--- src/rtl/gtp_pkg.sv ---
package gtp_pkg;
  parameter int BYTE_W = 8;
  parameter int PRE_W  = 5;

  typedef enum logic [1:0] {
    MODE_13     = 2'b00,
    MODE_16     = 2'b01,
    MODE_RELOAD = 2'b10,
    MODE_SPLIT  = 2'b11
  } tmode_t;

  typedef struct packed {
    logic   gate_en;
    logic   src_pin;
    tmode_t mode;
  } tcfg_t;
endpackage

--- src/rtl/gtp_edge_sync.sv ---
module gtp_edge_sync #(
  parameter int STAGES = 2
) (
  input  logic clk,
  input  logic rst,
  input  logic pin,
  output logic fall
);
  logic [STAGES-1:0] sync_q;
  logic              prev_q;

  always_ff @(posedge clk) begin
    if (rst) begin
      sync_q <= '0;
      prev_q <= 1'b0;
    end else begin
      sync_q <= {sync_q[STAGES-2:0], pin};
      prev_q <= sync_q[STAGES-1];
    end
  end

  assign fall = prev_q & ~sync_q[STAGES-1];
endmodule

--- src/rtl/gtp_timer_unit.sv ---
module gtp_timer_unit
  import gtp_pkg::*;
#(
  parameter int BW       = BYTE_W,
  parameter int PW       = PRE_W,
  parameter bit SPLIT_OK = 1'b0
) (
  input  logic          clk,
  input  logic          rst,
  input  tmode_t        mode,
  input  logic          inc_lo,
  input  logic          inc_hi,
  input  logic          wr_tl,
  input  logic          wr_th,
  input  logic [BW-1:0] wr_data,
  output logic [BW-1:0] tl,
  output logic [BW-1:0] th,
  output logic          ovf_lo,
  output logic          ovf_hi
);
  logic [BW-1:0] tl_n, th_n;
  logic [PW-1:0] low;
  logic          blk_main;

  always_comb begin
    tl_n     = tl;
    th_n     = th;
    ovf_lo   = 1'b0;
    ovf_hi   = 1'b0;
    low      = tl[PW-1:0];
    blk_main = wr_tl | wr_th;
    case (mode)
      MODE_13: if (inc_lo && !blk_main) begin
        if (&low) begin
          tl_n[PW-1:0] = '0;
          th_n         = th + 1'b1;
          ovf_lo       = &th;
        end else begin
          tl_n[PW-1:0] = low + 1'b1;
        end
      end
      MODE_16: if (inc_lo && !blk_main) begin
        {th_n, tl_n} = {th, tl} + 1'b1;
        ovf_lo       = &{th, tl};
      end
      MODE_RELOAD: if (inc_lo && !blk_main) begin
        if (&tl) begin
          tl_n   = th;
          ovf_lo = 1'b1;
        end else begin
          tl_n = tl + 1'b1;
        end
      end
      default: if (SPLIT_OK) begin
        if (inc_lo && !wr_tl) begin
          tl_n   = tl + 1'b1;
          ovf_lo = &tl;
        end
        if (inc_hi && !wr_th) begin
          th_n   = th + 1'b1;
          ovf_hi = &th;
        end
      end
    endcase
    if (wr_tl) tl_n = wr_data;
    if (wr_th) th_n = wr_data;
  end

  always_ff @(posedge clk) begin
    if (rst) begin
      tl <= '0;
      th <= '0;
    end else begin
      tl <= tl_n;
      th <= th_n;
    end
  end


  tl_write_chk: assert property (@(posedge clk) disable iff (rst)
    wr_tl |=> tl == $past(wr_data));


  th_write_chk: assert property (@(posedge clk) disable iff (rst)
    wr_th |=> th == $past(wr_data));
endmodule

--- src/rtl/gtimer_pair.sv ---
module gtimer_pair
  import gtp_pkg::*;
#(
  parameter int          ADDR_W      = 8,
  parameter int          SYNC_STAGES = 2,
  parameter logic [7:0]  A_CTRL      = 8'h88,
  parameter logic [7:0]  A_MODE      = 8'h89,
  parameter logic [7:0]  A_TL0       = 8'h8A,
  parameter logic [7:0]  A_TL1       = 8'h8B,
  parameter logic [7:0]  A_TH0       = 8'h8C,
  parameter logic [7:0]  A_TH1       = 8'h8D
) (
  input  logic              clk,
  input  logic              rst,
  input  logic              wr_en,
  input  logic [ADDR_W-1:0] wr_addr,
  input  logic [7:0]        wr_data,
  input  logic [ADDR_W-1:0] rd_addr,
  output logic [7:0]        rd_data,
  input  logic              tick0,
  input  logic              tick1,
  input  logic              cnt0_pin,
  input  logic              cnt1_pin,
  input  logic              gate0,
  input  logic              gate1,
  output logic              tf0,
  output logic              tf1
);
  localparam int NT = 2;

  logic [7:0]    mode_q;
  logic          tr0_q, tr1_q, tf0_q, tf1_q;
  logic [7:0]    rd_q;
  tcfg_t         cfg0, cfg1;
  logic [NT-1:0] pin_v, fall_v;
  logic          split0, run0, run1, inc0, inc1, inc0_hi;
  logic          wr_ctrl, wr_tl0, wr_th0, wr_tl1, wr_th1;
  logic [7:0]    tl0, th0, tl1, th1;
  logic          ovf0_lo, ovf0_hi, ovf1_lo, ovf1_hi;
  logic          set0, set1;

  assign cfg0  = tcfg_t'(mode_q[3:0]);
  assign cfg1  = tcfg_t'(mode_q[7:4]);
  assign pin_v = {cnt1_pin, cnt0_pin};

  for (genvar g = 0; g < NT; g++) begin : g_sync
    gtp_edge_sync #(.STAGES(SYNC_STAGES)) i_sync (
      .clk (clk),
      .rst (rst),
      .pin (pin_v[g]),
      .fall(fall_v[g])
    );
  end

  assign wr_ctrl = wr_en && (wr_addr == ADDR_W'(A_CTRL));
  assign wr_tl0  = wr_en && (wr_addr == ADDR_W'(A_TL0));
  assign wr_th0  = wr_en && (wr_addr == ADDR_W'(A_TH0));
  assign wr_tl1  = wr_en && (wr_addr == ADDR_W'(A_TL1));
  assign wr_th1  = wr_en && (wr_addr == ADDR_W'(A_TH1));

  assign split0  = (cfg0.mode == MODE_SPLIT);
  assign run0    = tr0_q & (~cfg0.gate_en | gate0);
  assign run1    = tr1_q & (~cfg1.gate_en | gate1);
  assign inc0    = run0 & (cfg0.src_pin ? fall_v[0] : tick0);
  assign inc1    = run1 & (cfg1.src_pin ? fall_v[1] : tick1);
  assign inc0_hi = split0 & tr1_q & tick0;

  gtp_timer_unit #(.BW(BYTE_W), .PW(PRE_W), .SPLIT_OK(1'b1)) i_t0 (
    .clk(clk), .rst(rst), .mode(cfg0.mode),
    .inc_lo(inc0), .inc_hi(inc0_hi),
    .wr_tl(wr_tl0), .wr_th(wr_th0), .wr_data(wr_data),
    .tl(tl0), .th(th0), .ovf_lo(ovf0_lo), .ovf_hi(ovf0_hi)
  );

  gtp_timer_unit #(.BW(BYTE_W), .PW(PRE_W), .SPLIT_OK(1'b0)) i_t1 (
    .clk(clk), .rst(rst), .mode(cfg1.mode),
    .inc_lo(inc1), .inc_hi(1'b0),
    .wr_tl(wr_tl1), .wr_th(wr_th1), .wr_data(wr_data),
    .tl(tl1), .th(th1), .ovf_lo(ovf1_lo), .ovf_hi(ovf1_hi)
  );

  assign set0 = ovf0_lo;
  assign set1 = split0 ? ovf0_hi : (ovf1_lo | ovf1_hi);

  always_ff @(posedge clk) begin
    if (rst) begin
      mode_q <= '0;
      tr0_q  <= 1'b0;
      tr1_q  <= 1'b0;
      tf0_q  <= 1'b0;
      tf1_q  <= 1'b0;
    end else begin
      if (wr_en && wr_addr == ADDR_W'(A_MODE)) mode_q <= wr_data;
      if (wr_ctrl) begin
        tr0_q <= wr_data[0];
        tr1_q <= wr_data[1];
        tf0_q <= wr_data[2];
        tf1_q <= wr_data[3];
      end else begin
        tf0_q <= tf0_q | set0;
        tf1_q <= tf1_q | set1;
      end
    end
  end

  always_ff @(posedge clk) begin
    if (rst) rd_q <= '0;
    else begin
      case (rd_addr)
        ADDR_W'(A_CTRL): rd_q <= {4'b0, tf1_q, tf0_q, tr1_q, tr0_q};
        ADDR_W'(A_MODE): rd_q <= mode_q;
        ADDR_W'(A_TL0):  rd_q <= tl0;
        ADDR_W'(A_TL1):  rd_q <= tl1;
        ADDR_W'(A_TH0):  rd_q <= th0;
        ADDR_W'(A_TH1):  rd_q <= th1;
        default:         rd_q <= '0;
      endcase
    end
  end

  assign rd_data = rd_q;
  assign tf0     = tf0_q;
  assign tf1     = tf1_q;


  gate0_hold_chk: assert property (@(posedge clk) disable iff (rst)
    (cfg0.gate_en && !gate0 && !wr_tl0 && !wr_th0) |=> $stable(tl0));


  t1_hold_chk: assert property (@(posedge clk) disable iff (rst)
    (cfg1.mode == MODE_SPLIT && !wr_tl1 && !wr_th1) |=> $stable({th1, tl1}));


  th0_split_hold_chk: assert property (@(posedge clk) disable iff (rst)
    (split0 && !tr1_q && !wr_th0) |=> $stable(th0));


  tf0_sticky_chk: assert property (@(posedge clk) disable iff (rst)
    (tf0_q && !wr_ctrl) |=> tf0_q);
endmodule

--- config.mk ---
export PLATFORM = sky130hd
export DESIGN_NAME = gtimer_pair
export DESIGN_NICKNAME = d
export VERILOG_FILES = /design/src/rtl/gtp_pkg.sv /design/src/rtl/gtp_edge_sync.sv /design/src/rtl/gtp_timer_unit.sv /design/src/rtl/gtimer_pair.sv
export SDC_FILE = /design/constraint.sdc
export NUM_CORES = 1
export LEC_CHECK = 0
export ABC_AREA = 1
export BUFFER_PORTS_ARGS = -buffer_cell sky130_fd_sc_hd__buf_2
export CORE_MARGIN = 1
export CORE_UTILIZATION = 35
export CTS_CLUSTER_DIAMETER = 100
export DETAILED_ROUTE_END_ITERATION = 6
export SETUP_SLACK_MARGIN = 0.5
export SLEW_MARGIN = 20
export SYNTH_ARGS = -nofsm -noshare
export SYNTH_HDL_FRONTEND = slang
export SYNTH_SLANG_ARGS = --single-unit
--- constraint.sdc ---
create_clock -name clk -period 5.4 [get_ports clk]
set_clock_uncertainty 0.2 [all_clocks]
set_input_delay 1.08 -clock clk [delete_from_list [all_inputs] [get_ports clk]]
set_output_delay 1.08 -clock clk [all_outputs]
set_load 0.01 [all_outputs]
==> flow_summary.yaml <==
status:
  status: "finished clean"
detailed_routing:
  antenna_left: 0
  drt_wl_total_mm: 14.3
  wire_per_inst_um: 14.4
  vias: 4812
  drt-pass1-iter-count: 5
  drc: 0
  avgViaCountPerCell: 4.85
  drtIter0Drc: 424
global_routing:
  track_usage: 0.230
  antenna_found_initial: 0
  grt_pass1_vias: 4424
  grt_max_degree: 30
  grt_pass1_wl_mm: 23.5
  gr-total-overflow: 0
placement:
  gp_congestion: 0.886
  port_buffers: 42
  postPlaceCellArea_um2: 4980
  hpwl_mm: 10.9
  dp_slack_ns: 2.32
timing:
  worst_slew_pin_slew_ns: 0.853
  fin_ws_ns: 2.65
  fin_setup_tns_ns: 0
  hold_viol: 0
  rsz0062_at_grt: "no"
  max_freq_mhz: 364
  fin_crit_ns: 2.75
  min_period_over_period: 0.509
  drv_slew: 0
  finalSetupViolCount: 0
  max_slew_margin: 0.431
logic_synthesis:
  yosys.area.top_type: "dfxtp_1"
  yosysMostFrequentCell: "nand2_1"
  syn_area_um2: 4620
  async_reset_ff_frac: 0
  yosys_warnings: 0
  yosys-top-cells-area: "dfxtp_1, nand2_1, inv_1"
  ys_ff_latch: 58
  synth-seq-area-share: 0.251
  syn_avg_cell_area_um2: 5.94
  syn-num-nets: 826
  synth_ff_type: "dfxtp_1"
  synthCells: 778
  synth_common_cells: "nand2_1, inv_1, nor2_1"
  ys_types: 39
  synth_edf_count: 0
  synth_top_area_frac: 0.251
setup_path:
  critPathBufInv: 1
  path_max_fanout: 12
  worstPathCellList: "buf_2 > or2_1 > nor2_1 > nand3_1 > nand3_1 > nand2_2 > nand3_4 > nand2_1 > nand2_1 > nor2_1"
  critPathMaxStageDelay_ns: 0.41
  endpoint_kind: "flip-flop"
  cpLargestDelayFamily: "simple AND/OR/NAND/NOR gates"
  start_kind: "input port"
  crit_required_ns: 5.43
  arrival_ns: 2.78
  path_class: "in2reg"
  slowest_stage: "nand3_1"
cts:
  post_cts_resize_count: 0
  cts_sinks: 58
  post-cts-setup-buffer-count: 0
  clk_path_buf_depth: 2
  cts_buffers: 9
  clock_latency_ns: 0.35
  cts_tree: "yes"
  path_clk_slew_ns: 0.05
  htree_levels: 3
  root_buffer: "clkbuf_16"
  ctsHoldBuffers: 0
layout:
  seqCellArea_um2: 1160
  nFillCells: 1406
  multi_input_area_um2: 2980
  drive_gt1_frac: 0.137
  n_antenna_cell: 0
  nets: 863
  areaGrowthSynthToFinish_pct: 14.8
  finalInstanceArea_um2: 5310
floorplan:
  rows: 41
  die_w_um: 117
  core_area_um2: 12800
  io_pins: 43
  die_area_um2: 13700
  initial_core_util: 0.362
  die_y_um: 117
pwr:
  powerDensity_nw_per_um2: 213
  max-vdd-ir-drop_uv: 113
  p_leak_nw: 2.55
worst_hold_path:
  hold_path_class: "reg2reg"
job:
  cap_viol_max_count: 0
[routing by layer]
layer / track usage / up-vias / share of wire
li1: - / 2533 / -
met1: 0.326 / 2105 / 0.50
met2: 0.346 / 155 / 0.42
met3: 0.0371 / 19 / 0.059
met4: 0.0954 / 0 / 0.025
met5: 0 / - / 0
[per-stage QoR]
stage / std cells / util / total power [W] / hold slack [ns]
after floorplan: 778 / - / 0.000468 / 0.188
after global placement: 976 / 0.390 / 0.000496 / 0.190
after detailed placement: 976 / 0.390 / 0.000496 / 0.195
after CTS: 992 / 0.416 / 0.00114 / 0.203
after global routing: 992 / 0.416 / 0.00117 / 0.220
final: 992 / 0.416 / 0.00113 / 0.200
[cell type report]
class,count,share of cell area
clock inverter,4,0.0139
inverter,110,0.0780
clock buffer,12,0.0483
sequential,58,0.219
multi-input combinational,594,0.561
timing repair buffer,42,0.0396
tap,172,0.0405
[report_power, final]
part	internal [W]	switching [W]
logic	0.0000167	0.0000377
clock network	0.000429	0.000215
registers	0.000431	0.00000198
[layout by cell type (no fill, tap or decap), types with 2 or more instances in the layout]
master,synthesis,layout
clkbuf_8,0,2
a21oi_1,47,47
nor2_1,100,100
nand2_4,6,6
o21ai_0,41,41
clkbuf_16,0,9
a21oi_2,4,4
o21ai_2,3,3
nand3b_1,3,3
nor3_1,11,11
nor2_4,6,6
ha_1,15,15
xor2_1,5,5
or2_2,3,3
nand3_2,4,4
nand2_2,10,10
o21ai_1,9,9
nor2_2,3,3
inv_2,5,5
o211ai_1,2,2
dfxtp_1,58,58
inv_1,104,104
clkinv_2,1,2
nand3_1,71,71
nor2_8,2,2
nand3_4,5,5
bufinv_16,0,2
nand2_1,230,230
buf_2,6,42
nor3_2,2,2
a31oi_1,2,2
nand4_1,4,4
[state kept, by name, indices dropped and copies added (netlist names)]
| register | count |
|---|---|
| i_t0.tl | 8 |
| rd_data | 8 |
| tf0 | 1 |
| mode_q | 8 |
| i_t1.tl | 8 |
| g_sync.i_sync.sync_q | 4 |
| g_sync.i_sync.prev_q | 2 |
| i_t1.th | 8 |
| tf1 | 1 |
| i_t0.th | 8 |
| tr0_q | 1 |
| tr1_q | 1 |
[kinds of logic (layout without fill, tap and decap cells)]
| logic type | after synthesis | count (layout) | share of synthesized area |
|---|---|---|---|
| AND/OR/NAND/NOR | 463 | 463 | 0.462 |
| buffers and inverters | 126 | 168 | 0.105 |
| AO/OA/AOI/OAI | 110 | 110 | 0.129 |
| flip-flops | 58 | 58 | 0.251 |
| adder cells (fa/ha/maj) | 15 | 15 | 0.0406 |
| XOR/XNOR | 6 | 6 | 0.0114 |
[worst paths after layout]
path | slack, ns | start | depth (start not counted) | to
max | 2.65 | wr_addr[0] | 10 | i_t0.tl[3]
max reg2reg | 3.01 | i_t1.tl[0] | 11 | i_t1.th[1]
min | 0.20 | g_sync[1].i_sync.sync_q[0] | 2 | g_sync[1].i_sync.sync_q[1]
min reg2reg | 0.20 | g_sync[1].i_sync.sync_q[0] | 2 | g_sync[1].i_sync.sync_q[1]
[worst reg2reg max path, delay by kind of cell, from the launching register on]
kind            cells  cell delay [ns]
compound gates      2             0.48
buf+inv             2             0.17
fa+ha+maj           2             0.46
flops               1             0.45
simple gates        5             0.50
(Power assumes the default switching activity.)
